$ cat src/rtl/spike_neuron_pe.sv
module spike_neuron_pe #(
  parameter int CW  = 6,
  parameter int NIN = 3,
  parameter int IW  = 3,
  parameter int NR  = 4,
  parameter int PW  = 3,
  parameter int DW  = 2,
  parameter logic [NR*2-1:0]  R_KIND = {2'd1, 2'd2, 2'd0, 2'd3},
  parameter logic [NR*CW-1:0] R_A    = {6'd48, 6'd4, 6'd3, 6'd1},
  parameter logic [NR*CW-1:0] R_B    = {6'd0, 6'd2, 6'd0, 6'd0},
  parameter logic [NR*CW-1:0] R_C    = {6'd8, 6'd2, 6'd3, 6'd1},
  parameter logic [NR*PW-1:0] R_P    = {3'd1, 3'd1, 3'd1, 3'd0},
  parameter logic [NR*DW-1:0] R_D    = {2'd2, 2'd0, 2'd0, 2'd0}
) (
  input  logic                clk,
  input  logic                rst_n,
  input  logic [NIN*IW-1:0]   spk_in,
  output logic [CW+PW-1:0]    spk_out,
  output logic                open_o,
  output logic [CW-1:0]       count_o,
  output logic                sat_o
);
  localparam int EW = CW + PW;
  localparam int SW = IW + $clog2(NIN + 1);
  localparam int TW = ((CW > SW) ? CW : SW) + 1;
  localparam int XW = (NR > 1) ? $clog2(NR) : 1;
  localparam logic [CW-1:0] MAXC = {CW{1'b1}};
  localparam logic [1:0] K_EXACT = 2'd0, K_MIN = 2'd1, K_MOD = 2'd2, K_FORGET = 2'd3;

  logic [CW-1:0] cnt_q;
  logic [DW-1:0] hold_q;
  logic          rel_q;
  logic [EW-1:0] pend_q;
  logic          sat_q;

  logic [NR-1:0] en;
  logic [CW-1:0] rem_a  [NR];
  logic [EW-1:0] prod_a [NR];
  logic [DW-1:0] dly_a  [NR];

  for (genvar i = 0; i < NR; i++) begin : g_rule
    localparam logic [1:0]    K = R_KIND[2*i +: 2];
    localparam logic [CW-1:0] A = R_A[CW*i +: CW];
    localparam logic [CW-1:0] B = R_B[CW*i +: CW];
    localparam logic [CW-1:0] C = R_C[CW*i +: CW];
    localparam logic [PW-1:0] P = R_P[PW*i +: PW];
    localparam logic [DW-1:0] D = R_D[DW*i +: DW];
    if (K == K_FORGET) begin : g_forget
      assign en[i]     = (cnt_q == A);
      assign rem_a[i]  = '0;
      assign prod_a[i] = '0;
      assign dly_a[i]  = '0;
    end else begin : g_fire
      logic [CW-1:0] quo;
      assign quo = cnt_q / C;
      if (K == K_EXACT) begin : g_ex
        assign en[i] = (cnt_q == A) && (cnt_q >= C);
      end else if (K == K_MIN) begin : g_mn
        assign en[i] = (cnt_q >= A) && (cnt_q >= C);
      end else begin : g_md
        assign en[i] = (cnt_q >= C) && ((cnt_q % A) == B);
      end
      assign rem_a[i]  = cnt_q % C;
      assign prod_a[i] = EW'(quo) * EW'(P);
      assign dly_a[i]  = D;
    end
  end

  logic [SW-1:0] in_sum;
  always_comb begin
    in_sum = '0;
    for (int j = 0; j < NIN; j++) in_sum = in_sum + SW'(spk_in[j*IW +: IW]);
  end

  logic [XW-1:0] pick;
  logic          hit;
  always_comb begin
    pick = '0;
    hit  = 1'b0;
    for (int i = NR - 1; i >= 0; i--) begin
      if (en[i]) begin
        hit  = 1'b1;
        pick = XW'(i);
      end
    end
  end

  logic closed_now, release_now, fire, delayed;
  logic [CW-1:0] base;
  logic [TW-1:0] total;
  logic          over;

  assign closed_now  = (hold_q != '0);
  assign release_now = !closed_now && rel_q;
  assign fire        = !closed_now && !rel_q && hit;
  assign delayed     = fire && (dly_a[pick] != '0);
  assign open_o      = !closed_now && !delayed;
  assign spk_out     = release_now ? pend_q : ((fire && !delayed) ? prod_a[pick] : '0);
  assign base        = fire ? rem_a[pick] : cnt_q;
  assign total       = TW'(base) + (open_o ? TW'(in_sum) : '0);
  assign over        = total > TW'(MAXC);
  assign count_o     = cnt_q;
  assign sat_o       = sat_q;

  always_ff @(posedge clk) begin
    if (!rst_n) begin
      cnt_q  <= '0;
      hold_q <= '0;
      rel_q  <= 1'b0;
      pend_q <= '0;
      sat_q  <= 1'b0;
    end else begin
      cnt_q  <= closed_now ? cnt_q : (over ? MAXC : total[CW-1:0]);
      hold_q <= closed_now ? hold_q - 1'b1 : (delayed ? dly_a[pick] - 1'b1 : '0);
      rel_q  <= delayed | (rel_q & !release_now);
      pend_q <= delayed ? prod_a[pick] : pend_q;
      sat_q  <= over;
    end
  end
endmodule


$ cat config.mk
export PLATFORM = sky130hd
export DESIGN_NAME = spike_neuron_pe
export DESIGN_NICKNAME = d
export VERILOG_FILES = /design/src/rtl/spike_neuron_pe.sv
export SDC_FILE = /design/constraint.sdc
export NUM_CORES = 1
export LEC_CHECK = 0
export BUFFER_PORTS_ARGS = -buffer_cell sky130_fd_sc_hd__buf_2
export CAP_MARGIN = 20
export CORE_MARGIN = 4
export CORE_UTILIZATION = 43
export DETAILED_ROUTE_END_ITERATION = 8
export GPL_ROUTABILITY_DRIVEN = 1
export SLEW_MARGIN = 20
export SYNTH_ARGS = -nofsm -noshare
export SYNTH_HDL_FRONTEND = slang
export SYNTH_SLANG_ARGS = --single-unit
$ cat constraint.sdc
create_clock -name clk -period 6.9 [get_ports clk]
set_input_delay 1.38 -clock clk [delete_from_list [all_inputs] [get_ports clk]]
set_output_delay 1.38 -clock clk [all_outputs]
set_load 0.01 [all_outputs]
**After elaboration in Yosys (flattened, before gate mapping)**

Index checks and enable logic that the tools add are counted.

- Register bits: 19
- Bits of input ports: 11
- Output and inout bits: 17

- $add $sub $neg: 5
- Divide/modulo/power cells: 2
- $lt $le $gt $ge: 6
- Equality and inequality tests: 3
- Muxes and demuxes: 24
- Bitwise gates (word level): 3
- Reduce and logical (&&, ||, !) cells: 15

Operator list:

| operator | count |
|---|---|
| $mux W9 | 4 |
| $mux W6 | 4 |
| $bmux W9 S2 | 1 |
| $mux W2 | 8 |
| $bmux W6 S2 | 1 |
| $ge A6 B2 Y1 const B | 2 |
| $logic_and A1 B1 Y1 | 9 |
| $add A6 B5 Y7 | 1 |
| $gt A7 B6 Y1 const B | 1 |
| $div A6 B2 Y6 const B | 1 |
| $eq A6 B1 Y1 const B | 1 |
| $eq A6 B2 Y1 const B | 1 |
| $ge A6 B4 Y1 const B | 1 |
| $ge A6 B6 Y1 const B | 1 |
| $mod A6 B2 Y6 const B | 1 |
| $add A4 B3 Y5 | 1 |
| $mux W5 | 1 |
| $add A3 B3 Y4 | 1 |
| $bmux W2 S2 | 1 |
| $logic_not A1 Y1 | 4 |
| $mux W1 | 4 |
| $reduce_bool A2 Y1 | 2 |
| $sub A2 B1 Y2 const B | 2 |
| $ge A3 B3 Y1 const B | 1 |
| 4 further kinds | 4 |

**Logic depth before layout (Yosys ltp)**

Gate-level depths: netlist (run 1).

- Depth in word-level cells: 18
- Mapped depth: 23

**Least setup slack after synthesis (run 1)**

No wires, ideal clock.

- Kind: flip-flop to output port
- From: register cnt_q[5] (netlist: count_o[5])
- To: output spk_out[0]
- Arrival time: 3051 ps
- Required time: 5520 ps
- Setup slack: 2469 ps
- Cell stages (with the launch flop): 17
- Cells stage by stage: dfxtp_1 > buf_2 > nand2b_1 > nand2_1 > o21ai_0 > a21oi_1 > ha_1 > clkbuf_2 > a2111oi_2 > nor2_1 > xnor2_1 > a21oi_1 > ha_1 > a41oi_1 > a21boi_0 > o2111ai_1 > a22o_1

- Cells in the longest elaborated chain, start to end: 16
- Elaborated cells on any way between the ends: 32
- Classes of those cells: div: 1; order compare: 4; eq/ne: 2; mux: 16; bitwise: 1; reduce/logical: 8

Ends and longest elaborated chain:

| element | line | RTL |
|---|---|---|
| start: declaration | 30 | `logic [CW-1:0] cnt_q;` |
| start signal: assignment | 113 | `cnt_q <= closed_now ? cnt_q : (over ? MAXC : total[CW-1:0]);` |
| parallel branches: the longest is 14 deep, another holds $div A6 B2 Y6 | - |  |
| $mux W9 (*) (2 in a row) | 98 | `assign spk_out = release_now ? pend_q : ((fire && !delayed) ? prod_a[pick] : '0);` |
| end: declaration | 18 | `output logic [CW+PW-1:0] spk_out,` |

Every way passes the cells marked *. The select of a mux whose other input is x is not followed.

**Worst setup path in the final report (run 1)**

Ends and elaborated chain as after synthesis.

==> run_results.csv, run 1 <==
group,metric,value,unit
final_layout,antenna_cells,0,
pwr,finalPower,0.000675,W
cts,cts_tree,"built",
pwr,ir_drop,0.171,mV
route,routed.top_layer,"met4",
cts,cts_max_level,1,
critical_path,crit_type,"flop to output pin",
critical_path,r2r_end,"count_o[1]",
synth,synth_edf_count,0,
critical_path,crit_end,"spk_out[0]",
cts,worstSkewPairLatency,0.24,ns
cts,clkSinkCount,15,
pwr,power.leakage,0.759,nW
placed_design,port_buffers,23,
route,wl,3560,microns
final_layout,final_net_count,232,
route,wl_met3,116,microns
synth,ys_ff_latch,15,
die,die_x,69.5,microns
critical_path,critPathArrivalTime,4.01,ns
die,ios,28,
job,max-cap-violations,0,
synth,syn_avg_cell_area,8.41,sq um
sta,finalSetupViolations,0,
route,drtPass1Iterations,4,
route,wl_per_cell,14.0,microns
die,coreArea,3660,sq um
sta,max-slew-margin-rel,46.1,%
sta,fin_skew,0.00352,ns
synth,yosys.area.top_type,"dfxtp_1",
final_layout,final_util,47.5,%
sta,min_period_over_period,78.2,%
grt,grt_pass1_wl,6120,microns
route,met2WireLength,1830,microns
grt,track_usage,14.9,%
final_layout,layout_commonest_cell,"buf_2",
sta,tns,0,ns
sta,fin_crit,5.39,ns
die,row_count,22,
synth,async_reset_ff_share,0,%
synth,yosysWarnings,0,
cts,clockBufferDepth,2,
placed_design,gp_congestion,0.873,
synth,synth.distinct_cells,59,
critical_path,crit_slowest_cell,"dfxtp_1",
critical_path,r2r_setup_slack,1.75,ns
route,vias,1461,
critical_path,crit_path_end_kind,"output pin",
synth,syn_area,1620,sq um
grt,grt_pass1_vias,1353,
critical_path,reg2reg_depth,21,
synth,synth_top_area_share,18.5,%
critical_path,worstPathCellList,"nand2b_1 > nand2_1 > o21ai_0 > a21oi_1 > ha_1 > a2111oi_2 > nor2_1 > xnor2_1 > a21oi_1 > ha_1 > a41oi_1 > a21boi_0 > o2111ai_1 > a22o_1 > buf_2",
critical_path,crit_path_start,"count_o[5]",
critical_path,crit_fanout,22,
grt,grt_overflow,0,
sta,hold_slack,0.470,ns
cts,path_clk_slew,0.06,ns
run_status,status,"finished clean",
cts,cts_made_buffers,3,
critical_path,start_kind,"flop",
cts,clock-root-buffer,"clkbuf_8",
route,drc,0,
synth,seq_area_frac_synth,18.5,%
critical_path,slowest_delay,0.83,ns
synth,synthCells,193,
route,viasPerCell,5.75,
cts,cts_resized,0,
cts,cts_setup_buffers,0,
die,dieArea,4820,sq um
die,die-height,69.5,microns
sta,rsz0062_at_grt,"false",
route,met1_length,1600,microns
placed_design,dp_hpwl,2740,microns
min_path,hold_path.class,"flop to flop",
synth,synth_top_cells_by_area,"dfxtp_1, ha_1, fa_1, a21oi_1, o221a_2",
die,initial_core_util,44.4,%
final_layout,final_cell_mix,"buf_2, dfxtp_1, a21oi_1, nand2_1",
final_layout,syn_to_final_growth,7.16,%
critical_path,cp.required,5.52,ns
final_layout,layout-drive-gt1-share,21.8,%
sta,hold_viol_final,0,
cts,hold_buffers,0,
sta,max_slew.worst_pin.slew,0.808,ns
route,drtIter0Drc,91,
synth,synthFlopType,"dfxtp_1",
pwr,p_per_area,388,nW/um^2
sta,drv_slew,0,
grt,antenna_found_initial,0,
sta,max_freq,185,MHz
route,ant_nets,0,
grt,grt_max_degree,23,
critical_path,rr_startpoint,"count_o[5]",
-- state kept, by name, indices dropped and copies added, names as in the netlist --
signal   count
count_o      6
hold_q       2
pend_q       5
rel_q        1
sat_o        1
-- report_power, final --
group          switching [W]  internal, W
Combinational       0.000232     0.000207
Sequential         0.0000656     0.000102
Clock              0.0000291    0.0000399
Total               0.000326     0.000349
-- worst max-delay path: cells and delay by family (launching register included) --
family                   cells  cell delay, ns
adder cells (fa/ha/maj)      2            0.57
AO/OA/AOI/OAI                8            1.58
XOR/XNOR                     1            0.15
AND/OR/NAND/NOR              3            0.47
buffers and inverters        1            0.13
flip-flops                   1            0.83
-- layer usage --
layer / GRT usage (%) / vias up
met5: 0 / -
met4: 3.69 / 0
met3: 1.45 / 4
met2: 26.7 / 30
met1: 19.2 / 699
li1: - / 728
-- layout make-up --
type / count / area (sq um)
well taps: 48 / 60.1
clock buffers: 3 / 41.3
multi-input cells: 155 / 1180
inverters: 9 / 33.8
flip-flops and latches: 15 / 300
clock inverters: 1 / 5.00
fillers: 370 / 1920
repair buffers: 23 / 115
-- worst min path at each step --
| stage | depth (start not counted) | to | from | slack [ns] |
|---|---|---|---|---|
| 3_5_place_dp | 1 | pend_q[1] | pend_q[1] | 0.46 |
| 3_3_place_gp | 1 | pend_q[2] | pend_q[2] | 0.45 |
| 5_1_grt | 1 | pend_q[1] | pend_q[1] | 0.49 |
| 4_1_cts | 1 | pend_q[1] | pend_q[1] | 0.47 |
| 2_1_floorplan | 1 | pend_q[1] | pend_q[1] | 0.44 |
| 6_report | 1 | pend_q[1] | pend_q[1] | 0.47 |
-- Yosys cell counts, types with 4 or more instances --
cell       n
a21oi_1   14
xnor2_1    5
nor2b_1    7
nand2b_1   5
o21ai_0    9
inv_1      9
nand3b_1   4
and2_1     4
fa_1       5
o21a_1     5
buf_2      5
nor2_1     6
dfxtp_1   15
nand2_1   13
o221a_2    6
xor2_1     4
ha_1       9
nor3_1     5
buf_4      6
-- cells by family after synthesis --
kind of cell | after synthesis | share of synthesized area (%)
simple gates | 67 | 26.0
compound gates | 59 | 26.8
buf+inv | 26 | 9.24
flops | 15 | 18.5
fa+ha+maj | 14 | 13.1
xor+xnor | 9 | 4.85
mux | 2 | 1.23
other cells | 1 | 0.231
-- metrics by stage --
step | setup WS [ns] | cells | cell area (sq um)
5_1_grt | 1.13 | 254 | 1740
4_1_cts | 1.50 | 254 | 1740
6_report | 1.51 | 254 | 1740
3_5_place_dp | 1.76 | 250 | 1690
3_3_place_gp | 1.83 | 250 | 1690
2_1_floorplan | 2.47 | 196 | 1640
No activity file was read; power rests on OpenSTA's default activity.
==> inputs of run 2 (changes only) <==
PLACE_DENSITY = 0.66   (was unset)
clock period = 4.8 ns   (was 6.9 ns; I/O delays follow)
==> run_results.csv, run 2 (synthesis results as in run 1) <==
group,metric,value,unit
run_status,status,"finished clean",
final_layout,syn_to_final_growth,12.9,%
cts,path_clk_slew,0.06,ns
route,vias,1483,
final_layout,layout-drive-gt1-share,26.0,%
grt,track_usage,15.3,%
die,die-height,69.5,microns
critical_path,slowest_delay,0.43,ns
sta,drv_slew,0,
cts,cts_tree,"built",
cts,cts_max_level,1,
final_layout,layout_commonest_cell,"buf_2",
die,ios,28,
pwr,power.leakage,0.805,nW
sta,tns,0,ns
route,met2WireLength,1860,microns
sta,fin_skew,0.00295,ns
cts,cts_setup_buffers,0,
critical_path,crit_path_end_kind,"flop",
cts,hold_buffers,0,
route,wl_met3,150,microns
cts,clkSinkCount,15,
final_layout,final_cell_mix,"buf_2, a21oi_1, nand2_1, dfxtp_1",
placed_design,gp_congestion,0.946,
route,wl_per_cell,14.5,microns
die,coreArea,3660,sq um
pwr,ir_drop,0.191,mV
sta,finalSetupViolations,0,
final_layout,n_fill_cell,381,
final_layout,stdcell_area,1830,sq um
cts,cts_made_buffers,3,
job,max-cap-violations,0,
placed_design,port_buffers,23,
critical_path,worstPathCellList,"buf_4 > nand2b_1 > nand2_1 > o21ai_0 > a21oi_1 > ha_2 > a2111oi_4 > nor2_1 > xnor2_1 > a21oi_1 > ha_1 > a41oi_1 > a21boi_1 > o2111ai_1 > a41o_1 > ha_1 > a21o_1 > a21o_1 > a21oi_1 > o21ai_2 > o221a_2",
critical_path,path_delay_family,"compound AO/OA/AOI/OAI gates",
cts,worstSkewPairLatency,0.24,ns
route,met1_length,1780,microns
route,viasPerCell,5.64,
sta,hold_viol_final,0,
route,drc,0,
grt,grt_pass1_vias,1386,
pwr,p_per_area,577,nW/um^2
critical_path,crit_buf_inv,1,
final_layout,largest_register_ffs,6,
min_path,hold_path.class,"flop to flop",
die,dieArea,4820,sq um
placed_design,place_area,1760,sq um
cts,clock-root-buffer,"clkbuf_8",
sta,hold_slack,0.468,ns
critical_path,crit_top_cell,"a21oi_1",
route,ant_nets,0,
route,drtPass1Iterations,4,
sta,max_slew.worst_pin.slew,0.660,ns
critical_path,crit_slowest_cell,"dfxtp_1",
sta,fin_crit,4.42,ns
route,wl,3800,microns
final_layout,final_net_count,241,
route,routed.top_layer,"met4",
sta,max_freq,226,MHz
critical_path,crit_fanout,11,
sta,min_period_over_period,92.0,%
final_layout,antenna_cells,0,
die,row_count,22,
die,die_x,69.5,microns
cts,cts_resized,0,
sta,max-slew-margin-rel,55.9,%
route,drtIter0Drc,100,
grt,grt_max_degree,16,
grt,antenna_found_initial,0,
cts,clockBufferDepth,2,
critical_path,crit_type,"flop to flop",
grt,grt_pass1_wl,6260,microns
grt,grt_overflow,0,
die,initial_core_util,44.4,%
critical_path,critPathArrivalTime,4.55,ns
critical_path,cp.required,4.93,ns
critical_path,start_kind,"flop",
placed_design,dp_hpwl,2980,microns
-- run 2: power by group --
part           total (W)  leakage, nW  internal (W)  switching [W]
logic           0.000762        0.660      0.000350       0.000413
clock network   0.000101       0.0228     0.0000587      0.0000424
registers       0.000195        0.123      0.000148      0.0000466
-- run 2: final timing paths --
kind               from         end  slack [ns]  depth (start not counted)
max          count_o[4]  count_o[2]        0.38                         21
min           pend_q[2]   pend_q[2]        0.47                          1
max reg2reg  count_o[4]  count_o[2]        0.38                         21
min reg2reg   pend_q[2]   pend_q[2]        0.47                          1
-- run 2: cell type report --
| class | instances | area [sq um] | area share, % |
|---|---|---|---|
| tap | 48 | 60.1 | 3.28 |
| clock buffer | 4 | 45.0 | 2.46 |
| timing repair buffer | 32 | 183 | 9.97 |
| multi-input combinational | 155 | 1210 | 65.9 |
| inverter | 9 | 33.8 | 1.84 |
| sequential | 15 | 303 | 16.5 |
-- run 2: routing by layer --
metal  vias up  global-route usage [%]
li1        739                       -
met3         3                    2.32
met5         -                       0
met2        34                    26.0
met4         0                    2.60
met1       707                    20.9
-- run 2: through the flow --
step | util [%] | power, W | setup slack [ns] | instances
2_1_floorplan | - | 0.000758 | 0.432 | 196
3_3_place_gp | 48.1 | 0.000933 | 0.265 | 259
3_5_place_dp | 48.1 | 0.000930 | 0.189 | 259
4_1_cts | 49.4 | 0.00103 | 0.171 | 263
5_1_grt | 50.1 | 0.00115 | -0.00618 | 263
6_report | 50.1 | 0.00106 | 0.384 | 263
